### src/rtl/brwin_pkg.sv
package brwin_pkg;
  localparam int AW       = 32;
  localparam int IO_LO_W  = 8;
  localparam int IO_HI_W  = 16;
  localparam int MEM_W    = 16;
  localparam int IO_SH    = 12;
  localparam int MEM_SH   = 20;
  localparam int NWIN     = 2;
  localparam int WIN_IO   = 0;
  localparam int WIN_MEM  = 1;
  localparam logic [AW-1:0] IO_FILL  = AW'((1 << IO_SH) - 1);
  localparam logic [AW-1:0] MEM_FILL = AW'((1 << MEM_SH) - 1);

  typedef struct packed {
    logic [AW-1:0] base;
    logic [AW-1:0] size;
    logic          valid;
  } win_t;

  function automatic logic io_empty(input logic [IO_LO_W-1:0] b, input logic [IO_LO_W-1:0] l,
                                    input logic [IO_HI_W-1:0] bh, input logic [IO_HI_W-1:0] lh);
    return (l < b) || (lh < bh);
  endfunction

  function automatic logic [AW-1:0] io_start(input logic [IO_LO_W-1:0] b, input logic [IO_HI_W-1:0] bh);
    return (AW'(bh) << 16) | (AW'(b[7:4]) << IO_SH);
  endfunction

  function automatic logic [AW-1:0] io_last(input logic [IO_LO_W-1:0] l, input logic [IO_HI_W-1:0] lh);
    return (AW'(lh) << 16) | (AW'(l[7:4]) << IO_SH) | IO_FILL;
  endfunction

  function automatic logic [AW-1:0] mem_start(input logic [MEM_W-1:0] b);
    return AW'(b[15:4]) << MEM_SH;
  endfunction

  function automatic logic [AW-1:0] mem_last(input logic [MEM_W-1:0] l);
    return (AW'(l[15:4]) << MEM_SH) | MEM_FILL;
  endfunction
endpackage

### src/rtl/brwin_io_win.sv
module brwin_io_win
  import brwin_pkg::*;
(
  input  logic               clk,
  input  logic               rst_n,
  input  logic               upd,
  input  logic [IO_LO_W-1:0] base_lo,
  input  logic [IO_LO_W-1:0] limit_lo,
  input  logic [IO_HI_W-1:0] base_hi,
  input  logic [IO_HI_W-1:0] limit_hi,
  input  logic [AW-1:0]      cpu_ofs,
  output win_t               win,
  output logic [AW-1:0]      bus_base
);
  logic          drop_evt;
  logic          load_evt;
  logic [AW-1:0] nxt_bus;
  logic [AW-1:0] nxt_last;

  always_comb begin
    nxt_bus  = io_start(base_lo, base_hi);
    nxt_last = io_last(limit_lo, limit_hi);
    drop_evt = upd && io_empty(base_lo, limit_lo, base_hi, limit_hi);
    load_evt = upd && !drop_evt;
  end

  always_ff @(posedge clk) begin
    if (!rst_n) begin
      win      <= '0;
      bus_base <= '0;
    end else if (drop_evt) begin
      win      <= '0;
      bus_base <= '0;
    end else if (load_evt) begin
      win.base  <= cpu_ofs + nxt_bus;
      win.size  <= nxt_last - nxt_bus;
      win.valid <= 1'b1;
      bus_base  <= nxt_bus;
    end
  end
endmodule

### src/rtl/brwin_mem_win.sv
module brwin_mem_win
  import brwin_pkg::*;
(
  input  logic             clk,
  input  logic             rst_n,
  input  logic             upd,
  input  logic [MEM_W-1:0] base_f,
  input  logic [MEM_W-1:0] limit_f,
  output win_t             win
);
  logic          drop_evt;
  logic          load_evt;
  logic [AW-1:0] nxt_base;
  logic [AW-1:0] nxt_last;

  always_comb begin
    nxt_base = mem_start(base_f);
    nxt_last = mem_last(limit_f);
    drop_evt = upd && (limit_f < base_f);
    load_evt = upd && !drop_evt;
  end

  always_ff @(posedge clk) begin
    if (!rst_n) begin
      win <= '0;
    end else if (drop_evt) begin
      win <= '0;
    end else if (load_evt) begin
      win.base  <= nxt_base;
      win.size  <= nxt_last - nxt_base;
      win.valid <= 1'b1;
    end
  end
endmodule

### src/rtl/brwin_hit.sv
module brwin_hit
  import brwin_pkg::*;
(
  input  win_t          win,
  input  logic [AW-1:0] addr,
  output logic          hit
);
  logic [AW-1:0] rel;
  always_comb begin
    rel = addr - win.base;
    hit = win.valid && (addr >= win.base) && (rel <= win.size);
  end
endmodule

### src/rtl/brwin_decoder.sv
module brwin_decoder
  import brwin_pkg::*;
(
  input  logic               clk,
  input  logic               rst_n,
  input  logic [IO_LO_W-1:0] io_base_lo,
  input  logic [IO_LO_W-1:0] io_limit_lo,
  input  logic [IO_HI_W-1:0] io_base_hi,
  input  logic [IO_HI_W-1:0] io_limit_hi,
  input  logic               io_upd,
  input  logic [MEM_W-1:0]   mem_base_f,
  input  logic [MEM_W-1:0]   mem_limit_f,
  input  logic               mem_upd,
  input  logic [AW-1:0]      io_cpu_ofs,
  input  logic [AW-1:0]      lk_addr,
  input  logic               lk_is_io,
  output logic [AW-1:0]      io_win_base,
  output logic [AW-1:0]      io_win_size,
  output logic [AW-1:0]      io_win_bus,
  output logic               io_win_valid,
  output logic [AW-1:0]      mem_win_base,
  output logic [AW-1:0]      mem_win_size,
  output logic               mem_win_valid,
  output logic               lk_hit,
  output logic [AW-1:0]      lk_xlat
);
  win_t          wins [NWIN];
  logic [NWIN-1:0] win_hit;
  logic [AW-1:0] io_bus_q;

  brwin_io_win u_io (
    .clk(clk), .rst_n(rst_n), .upd(io_upd),
    .base_lo(io_base_lo), .limit_lo(io_limit_lo),
    .base_hi(io_base_hi), .limit_hi(io_limit_hi),
    .cpu_ofs(io_cpu_ofs), .win(wins[WIN_IO]), .bus_base(io_bus_q)
  );

  brwin_mem_win u_mem (
    .clk(clk), .rst_n(rst_n), .upd(mem_upd),
    .base_f(mem_base_f), .limit_f(mem_limit_f), .win(wins[WIN_MEM])
  );

  for (genvar g = 0; g < NWIN; g++) begin : g_cmp
    brwin_hit u_hit (.win(wins[g]), .addr(lk_addr), .hit(win_hit[g]));
  end

  always_comb begin
    io_win_base   = wins[WIN_IO].base;
    io_win_size   = wins[WIN_IO].size;
    io_win_valid  = wins[WIN_IO].valid;
    io_win_bus    = io_bus_q;
    mem_win_base  = wins[WIN_MEM].base;
    mem_win_size  = wins[WIN_MEM].size;
    mem_win_valid = wins[WIN_MEM].valid;
    lk_hit  = lk_is_io ? win_hit[WIN_IO] : win_hit[WIN_MEM];
    lk_xlat = '0;
    if (lk_hit) begin
      if (lk_is_io) lk_xlat = lk_addr - wins[WIN_IO].base + io_bus_q;
      else          lk_xlat = lk_addr;
    end
  end
endmodule

### config.mk
export PLATFORM = sky130hd
export DESIGN_NAME = brwin_decoder
export DESIGN_NICKNAME = d
export VERILOG_FILES = /design/src/rtl/brwin_pkg.sv /design/src/rtl/brwin_io_win.sv /design/src/rtl/brwin_mem_win.sv /design/src/rtl/brwin_hit.sv /design/src/rtl/brwin_decoder.sv
export SDC_FILE = /design/constraint.sdc
export NUM_CORES = 1
export LEC_CHECK = 0
export BUFFER_PORTS_ARGS = -buffer_cell sky130_fd_sc_hd__clkbuf_2
export CAP_MARGIN = 20
export CORE_UTILIZATION = 35
export DETAILED_ROUTE_END_ITERATION = 12
export GPL_ROUTABILITY_DRIVEN = 0
export PLACE_DENSITY_LB_ADDON = 0.12
export SETUP_SLACK_MARGIN = 0.2
export SLEW_MARGIN = 20
export SYNTH_ARGS = -nofsm -noshare
export SYNTH_HDL_FRONTEND = slang
export SYNTH_SLANG_ARGS = --single-unit
### constraint.sdc
create_clock -name clk -period 14.7 [get_ports clk]
set_clock_uncertainty 0.2 [all_clocks]
set_input_delay 2.94 -clock clk [delete_from_list [all_inputs] [get_ports clk]]
set_output_delay 2.94 -clock clk [all_outputs]
set_load 0.05 [all_outputs]
==> flow_summary.yaml, run 1 <==
floorplan:
  rows: 67
  die_w_um: 187.7
  die-height_um: 187.7
  coreArea_um2: 33700
  io_pins: 344
  die-area_um2: 35250
  start_util_pct: 35.83
clock_network:
  clkTransAtPathRegs_ns: 0.08
  hold_buffers: 0
  clock_sinks: 98
  cts_root_buf: "clkbuf_16"
  htreeDepth: 3
  ctsResizeCount: 0
  cts_max_path_buffers: 2
  cts_tree: "built"
  insertion_delay_ns: 0.36
  cts_buffers: 9
  cts_setup_buffers: 0
setup_path:
  critical_path_class: "in -> out"
  r2r_end: "u_mem.win[20]"
  rrSetupSlack_ns: 13.41
  critPathSlowestCell: "a221o_1"
  rr_worst_depth: 1
  required_ns: 11.56
  cpPeakStageDelay_ns: 0.35
  cp.arrival_ns: 8.46
  cpMostUsedCell: "a21o_1"
  timing.rr.start: "u_mem.win[20]"
  crit_buf_inv: 2
  path_max_fanout: 5
  critPathTopFamily: "compound AO/OA/AOI/OAI gates"
  cp.depth: 25
  critPathLaunchType: "input port"
  critPathCaptureType: "output pin"
drt:
  antenna_left: 0
  dr.first_iter.drc_count: 697
  detail_route.first_pass.iterations: 5
  dr_total_vias: 11664
  routed_wl_mm: 40.34
  wl_per_cell_um: 17.76
  viasPerCell: 5.136
  drc: 0
synth:
  async_flop_share_pct: 0
  synth_top_area_share_pct: 19.38
  synth_top_family_by_area: "compound AO/OA/AOI/OAI gates"
  synthCells: 1575
  synthXorXnorAreaFrac_pct: 6.787
  synthTopCellsByCount: "ha_1, inv_1, nand2b_1"
  ys_types: 69
  synth_area_leaders: "ha_1, dfxtp_1, a21boi_0"
  avgSynthCellArea_um2: 7.667
  yosysTopAreaCell: "ha_1"
  synth-adder-area-share_pct: 20.37
  synth.area.mux_share_pct: 2.238
  yosysWarnings: 0
  ys_seq_area_share_pct: 16.25
  synthSimpleGateAreaFrac_pct: 20.27
  syn_area_um2: 12080
  ys_ff_latch: 98
  synth_edf_count: 0
  synth_most_common_cell: "ha_1"
  synth_compound_gate_area_share_pct: 23.29
  synth_ff_type: "dfxtp_1"
finish:
  seqCellArea_um2: 1962
  layout-drive-gt1-share_pct: 19.69
  nNetsFinal: 2160
  syn2layout_area_growth_pct: 15.95
  multi_input_area_um2: 8950
  antenna_cells: 0
  utilization_pct: 41.55
  fillers: 3595
sta:
  setup-violations-final: 0
  fin_crit_sh_pct: 78.89
  worst_slack_ns: 3.103
  clock.fmax_ghz: 0.08623
  tightest_slew_ns: 0.9854
  slew_headroom_pct: 34.31
  rsz0062_at_grt: "no"
  fin_crit_ns: 11.60
  fin_setup_tns_ns: 0
  final_hold_viol_count: 0
  slew_viol_final: 0
grt:
  antenna_found_initial: 0
  overflow: 0
  grt_pass1_vias: 10913
  grt_pass1_wl_mm: 61.74
  grt_max_degree: 97
  grt_use_total_pct: 22.46
min_path:
  min_path_type: "reg -> reg"
  hold_path_end: "u_mem.win[32]"
  hold_depth: 2
  hp-start: "u_mem.win[32]"
power:
  share_comb_of_total_power_pct: 48.9
  p_seq_share_pct: 27.0
  p_per_area_nw_per_um2: 75.49
  p_leak_nw: 6.597
  ir_drop_v: 0.00004887
  pwr-share-clk_pct: 24.1
  internal_power_mw: 0.5964
  power.share.switching_pct: 43.57
  power.switching_mw: 0.4605
placement:
  hpwl_mm: 33.45
  placement.io_buffers: 311
  pre_cts_ws_ns: 3.168
job:
  drv_cap: 0
status:
  status: "completed"
[through the flow]
step / power (mW) / instance area (um^2) / cells / hold slack (ns)
6_report: 1.057 / 14000 / 2271 / 0.2869
3_3_place_gp: 0.8022 / 13700 / 2255 / 0.2698
5_1_grt: 1.131 / 14000 / 2271 / 0.3258
2_1_floorplan: 0.6783 / 12190 / 1606 / 0.4794
3_5_place_dp: 0.8048 / 13700 / 2255 / 0.2797
4_1_cts: 1.066 / 14000 / 2271 / 0.2884
[power groups by stage]
stage               sequential [mW]  clock, mW  combinational, mW
floorplan                     0.319          0              0.360
global placement              0.292          0              0.510
detailed placement            0.292          0              0.513
CTS                           0.286      0.264              0.516
global route                  0.287      0.274              0.569
finish                        0.286      0.254              0.517
[cell families after synthesis]
group / count (synthesis)
simple gates: 464
compound gates: 420
buf+inv: 281
fa+ha+maj: 193
flops: 98
xor+xnor: 91
mux: 27
other cells: 1
[how the worst max path moves through the flow]
stage / start / end / slack, ns
2_1_floorplan: lk_addr[1] / lk_xlat[30] / 3.76
3_3_place_gp: lk_addr[1] / lk_xlat[31] / 3.26
3_5_place_dp: lk_addr[1] / lk_xlat[31] / 3.17
4_1_cts: lk_addr[1] / lk_xlat[31] / 3.14
5_1_grt: lk_addr[0] / lk_xlat[31] / 2.75
6_report: lk_addr[1] / lk_xlat[31] / 3.10
[routing by layer]
metal / global-route usage (%) / up-vias / wire length (um)
met4: 5.941 / 0 / 768
li1: - / 5902 / -
met2: 35.53 / 335 / 17800
met1: 32.03 / 5391 / 19930
met5: 0 / - / 0
met3: 2.545 / 36 / 1829
[area by class of cell]
cell class                 count  share of cell area, %
timing repair buffer         318                  11.51
clock inverter                 7                 0.5451
multi-input combinational   1227                  63.92
sequential                    98                  14.01
clock buffer                   9                  1.609
tap                          448                  4.004
inverter                     164                  4.397
[sequential cells by signal (all words and copies together), names as in the netlist]
name / count
u_io.bus_base: 20
u_mem.win: 25
u_io.win: 53
[layout by cell type, fill, tap and decap left out, types with 60 or more instances in the layout]
cell / netlist / routed
clkbuf_2: 0 / 310
ha_1: 187 / 187
inv_1: 164 / 164
nand2b_1: 104 / 104
dfxtp_1: 98 / 98
nand3_1: 96 / 96
a21oi_1: 92 / 92
a21boi_0: 89 / 89
nor2_1: 84 / 84
o21ai_0: 72 / 72
a21o_1: 68 / 68
nand2_1: 62 / 62
xnor2_1: 60 / 60
(Power assumes the default switching activity.)
==> run 2: changes to the inputs <==
==> constraint.sdc (replaced) <==
create_clock -name clk -period 11.5 [get_ports clk]
set_clock_uncertainty 0.2 [all_clocks]
set_input_delay 2.3 -clock clk [delete_from_list [all_inputs] [get_ports clk]]
set_output_delay 2.3 -clock clk [all_outputs]
set_load 0.05 [all_outputs]
==> flow_summary.yaml, run 2 (synthesis results as in run 1) <==
grt:
  grt_pass1_vias: 10941
  grt_max_degree: 97
  antenna_found_initial: 0
  grt_use_total_pct: 22.37
  overflow: 0
  grt_pass1_wl_mm: 61.52
finish:
  layout_common_cells: "clkbuf_2, ha_1, inv_1, nand2b_1, dfxtp_1"
  fillers: 3611
  largest_reg_flops: 53
  layout-drive-gt1-share_pct: 19.65
  nNetsFinal: 2161
  syn2layout_area_growth_pct: 15.75
  top_regs: "u_io.win (53), u_mem.win (25), u_io.bus_base (20)"
  top_register: "u_io.win"
  fin_area_um2: 13980
  utilization_pct: 41.48
  mostFrequentLayoutCell: "clkbuf_2"
min_path:
  hold_depth: 2
  hold_path_end: "u_mem.win[32]"
  min_path_type: "reg -> reg"
  hp-start: "u_mem.win[32]"
drt:
  antenna_left: 0
  wl_per_cell_um: 17.62
  viasPerCell: 5.082
  dr_total_vias: 11542
  detail_route.first_pass.iterations: 5
  wl_met1_mm: 19.93
  drc: 0
  met3_length_mm: 1.564
  dr_wl_met2_mm: 17.66
  routed_wl_mm: 40.00
  dr.first_iter.drc_count: 625
  dr.max_layer_used: "met4"
power:
  finalPower_mw: 1.318
  p_per_area_nw_per_um2: 94.32
  p_leak_nw: 6.580
  ir_drop_v: 0.00006654
sta:
  slew_viol_final: 0
  rsz0062_at_grt: "no"
  setup-violations-final: 0
  fin_crit_ns: 10.37
  final_hold_viol_count: 0
  tightest_slew_ns: 1.019
  clock.fmax_ghz: 0.09645
  slew_headroom_pct: 32.05
  fin_setup_tns_ns: 0
  fin_crit_sh_pct: 90.16
setup_path:
  rrSetupSlack_ns: 10.23
  path_max_fanout: 17
  r2r_end: "u_mem.win[20]"
  timing.rr.start: "u_mem.win[20]"
  required_ns: 9.00
  critPathCaptureType: "output pin"
  critPathLaunchType: "input port"
  cp.arrival_ns: 7.87
  rr_worst_depth: 1
  critical_path_class: "in -> out"
floorplan:
  rows: 67
  die-area_um2: 35250
  die-height_um: 187.7
  start_util_pct: 35.83
  die_w_um: 187.7
  coreArea_um2: 33700
  io_pins: 344
clock_network:
  cts_setup_buffers: 0
  insertion_delay_ns: 0.37
  cts_buffers: 9
  clkTransAtPathRegs_ns: 0.07
  clock_sinks: 98
  hold_buffers: 0
  htreeDepth: 3
  cts_tree: "built"
  ctsResizeCount: 0
  cts_root_buf: "clkbuf_16"
  cts_max_path_buffers: 2
placement:
  placement.io_buffers: 311
  hpwl_mm: 33.33
  placed_area_um2: 13710
job:
  drv_cap: 0
status:
  status: "completed"
## run 2: cell types whose count changed in the layout (fill, tap and decap cells not counted)
| cell | change |
|---|---|
| buf_4 | +1 |
| bufinv_16 | -1 |
| clkbuf_8 | +1 |
| clkinv_2 | -1 |
| clkinv_4 | -1 |
| clkinvlp_4 | +1 |
| diode_2 | +1 |
| inv_8 | -1 |
## run 2: area by class of cell
| cell class | count | area [um^2] | area share [%] |
|---|---|---|---|
| diodes | 1 | 2.502 | 0.01790 |
| repair buffers | 319 | 1619 | 11.58 |
| well taps | 448 | 560.5 | 4.010 |
| clock buffers | 10 | 239.0 | 1.710 |
| inverters | 164 | 615.6 | 4.404 |
| flip-flops and latches | 98 | 1962 | 14.04 |
| clock inverters | 4 | 28.78 | 0.2059 |
| multi-input cells | 1227 | 8950 | 64.03 |
## run 2: worst max-delay path by stage
stage,start,depth (start not counted),to
final,lk_addr[0],24,lk_xlat[13]
after global placement,lk_addr[1],25,lk_xlat[31]
after CTS,lk_addr[0],24,lk_xlat[9]
after floorplan,lk_addr[1],24,lk_xlat[30]
after detailed placement,lk_addr[0],24,lk_xlat[9]
after global routing,lk_addr[0],24,lk_xlat[13]
## run 2: stage by stage
| stage | hold WS, ns | std cells | worst slack, ns |
|---|---|---|---|
| 6_report | 0.2794 | 2271 | 1.132 |
| 5_1_grt | 0.3024 | 2270 | 0.6681 |
| 4_1_cts | 0.2851 | 2270 | 1.117 |
| 3_5_place_dp | 0.2707 | 2256 | 1.134 |
| 3_3_place_gp | 0.2679 | 2256 | 1.273 |
| 2_1_floorplan | 0.4794 | 1606 | 1.838 |
## run 2: power by group
part           leakage (nW)  internal, mW  switching, mW
sequential            0.793         0.351         0.0145
clock                 0.127         0.151          0.143
combinational          5.66         0.241          0.419
total                  6.58         0.742          0.576
## run 2: routing by layer
layer	GRT usage (%)	vias up
met2	35.14	323
met1	32.12	5283
met5	0	-
met3	2.040	33
li1	-	5903
met4	6.692	0
## run 2: critical path: stages
cell and delay, ns:
clkbuf_2 0.10, inv_1 0.10, ha_1 0.20, fa_1 0.22, nor2b_1 0.05, o21ai_0 0.15
nand2b_1 0.14, a221oi_2 0.45, o211ai_1 0.18, a41oi_1 0.38, o2111ai_1 0.15, nand2_1 0.18
o21a_1 0.22, o21ai_1 0.11, xor2_1 0.17, ha_1 0.29, nand4_1 0.16, or4_1 0.58
o21ai_0 0.15, o21ai_0 0.11, a32oi_2 0.80, buf_4 0.33, nor2_1 0.07, clkbuf_2 0.24
==> run 3: changes to the inputs <==
==> constraint.sdc (replaced) <==
create_clock -name clk -period 11.75 [get_ports clk]
set_clock_uncertainty 0.2 [all_clocks]
set_input_delay 0.5875 -clock clk [delete_from_list [all_inputs] [get_ports clk]]
set_output_delay 0.5875 -clock clk [all_outputs]
set_load 0.05 [all_outputs]
==> flow_summary.yaml, run 3 (synthesis results as in run 1) <==
finish:
  syn2layout_area_growth_pct: 15.86
  layout_common_cells: "clkbuf_2, ha_1, inv_1, nand2b_1, dfxtp_1"
  layout-drive-gt1-share_pct: 19.60
  mostFrequentLayoutCell: "clkbuf_2"
  fillers: 3613
  fin_area_um2: 13990
  multi_input_area_um2: 8950
  top_register: "u_io.win"
  largest_reg_flops: 53
  seqCellArea_um2: 1962
  nNetsFinal: 2160
  antenna_cells: 0
  top_regs: "u_io.win (53), u_mem.win (25), u_io.bus_base (20)"
floorplan:
  rows: 67
  io_pins: 344
  die_w_um: 187.7
  die-height_um: 187.7
  coreArea_um2: 33700
  die-area_um2: 35250
  start_util_pct: 35.83
sta:
  rsz0062_at_grt: "no"
  fin_crit_ns: 6.992
  setup-violations-final: 0
  final_hold_viol_count: 0
  fin_crit_sh_pct: 59.51
  clock.fmax_ghz: 0.1430
  slew_viol_final: 0
  fin_setup_tns_ns: 0
  tightest_slew_ns: 1.008
  slew_headroom_pct: 32.78
job:
  drv_cap: 0
setup_path:
  critPathCaptureType: "output pin"
  required_ns: 10.96
  rr_worst_depth: 1
  cpPeakStageDelay_ns: 0.45
  path_max_fanout: 4
  cp.arrival_ns: 6.20
  cpMostUsedCell: "a21o_1"
  critPathSlowestCell: "dfxtp_1"
  critPathLaunchType: "flop"
  critical_path_class: "reg -> out"
grt:
  grt_pass1_vias: 10904
  grt_max_degree: 98
  overflow: 0
  grt_pass1_wl_mm: 61.76
  antenna_found_initial: 0
  grt_use_total_pct: 22.44
clock_network:
  cts_root_buf: "clkbuf_16"
  ctsResizeCount: 0
  cts_max_path_buffers: 2
  cts_setup_buffers: 0
  cts_buffers: 9
  cts_tree: "built"
  htreeDepth: 3
  clkTransAtPathRegs_ns: 0.07
  hold_buffers: 0
  clock_sinks: 98
  insertion_delay_ns: 0.36
min_path:
  min_path_type: "in -> reg"
  hold_depth: 3
drt:
  drc: 0
  antenna_left: 0
  dr_total_vias: 11500
  detail_route.first_pass.iterations: 5
  viasPerCell: 5.068
  routed_wl_mm: 40.23
  wl_per_cell_um: 17.73
  dr.first_iter.drc_count: 578
placement:
  placed_area_um2: 13700
  hpwl_mm: 33.25
  placement.io_buffers: 311
power:
  p_leak_nw: 6.594
  ir_drop_v: 0.00006842
  p_per_area_nw_per_um2: 93.89
status:
  status: "completed"
run 3: power breakdown:
group / switching, mW / total (mW) / leakage (nW) / internal [mW]
sequential: 0.0144 / 0.358 / 0.793 / 0.343
clock: 0.140 / 0.310 / 0.145 / 0.170
combinational: 0.410 / 0.646 / 5.66 / 0.235
total: 0.565 / 1.31 / 6.59 / 0.748
run 3: cell type report:
| type | count | share of cell area (%) |
|---|---|---|
| Clock inverter | 4 | 0.3756 |
| Tap cell | 448 | 4.006 |
| Timing Repair Buffer | 318 | 11.52 |
| Multi-Input combinational cell | 1227 | 63.97 |
| Clock buffer | 10 | 1.708 |
| Sequential cell | 98 | 14.02 |
| Inverter | 164 | 4.400 |
run 3: critical path, delay by kind of cell, from the launching register on:
kind                     cells  cell delay [ns]
buffers and inverters        2             0.37
AND/OR/NAND/NOR              5             0.89
flip-flops                   1             0.45
AO/OA/AOI/OAI               14             2.98
XOR/XNOR                     2             0.56
adder cells (fa/ha/maj)      2             0.58
run 3: layer usage:
| metal | vias up | track usage (%) | share of wire [%] |
|---|---|---|---|
| li1 | 5885 | - | - |
| met1 | 5298 | 32.46 | 50 |
| met2 | 291 | 35.51 | 44 |
| met3 | 26 | 2.414 | 3.9 |
| met4 | 0 | 4.909 | 1.4 |
| met5 | - | 0 | 0 |
run 3: worst paths after layout:
check / endpoint / start / slack (ns)
setup reg to reg: u_mem.win[20] / u_mem.win[20] / 10.45
hold reg to reg: u_mem.win[32] / u_mem.win[32] / 0.29
setup / recovery: lk_xlat[31] / u_io.win[34] / 4.76
hold / removal: u_io.win[41] / io_cpu_ofs[8] / 0.25
run 3: through the flow:
stage / utilization [%] / hold slack [ns] / std cells / power [mW] / setup WS, ns
CTS: 41.52 / 0.2343 / 2269 / 1.321 / 4.778
global route: 41.52 / 0.2481 / 2269 / 1.400 / 4.405
global placement: 40.65 / 0.2743 / 2255 / 1.004 / 5.016
detailed placement: 40.65 / 0.2830 / 2255 / 1.006 / 4.930
finish: 41.52 / 0.2493 / 2269 / 1.314 / 4.758
floorplan: - / 0.4794 / 1606 / 0.8485 / 5.336
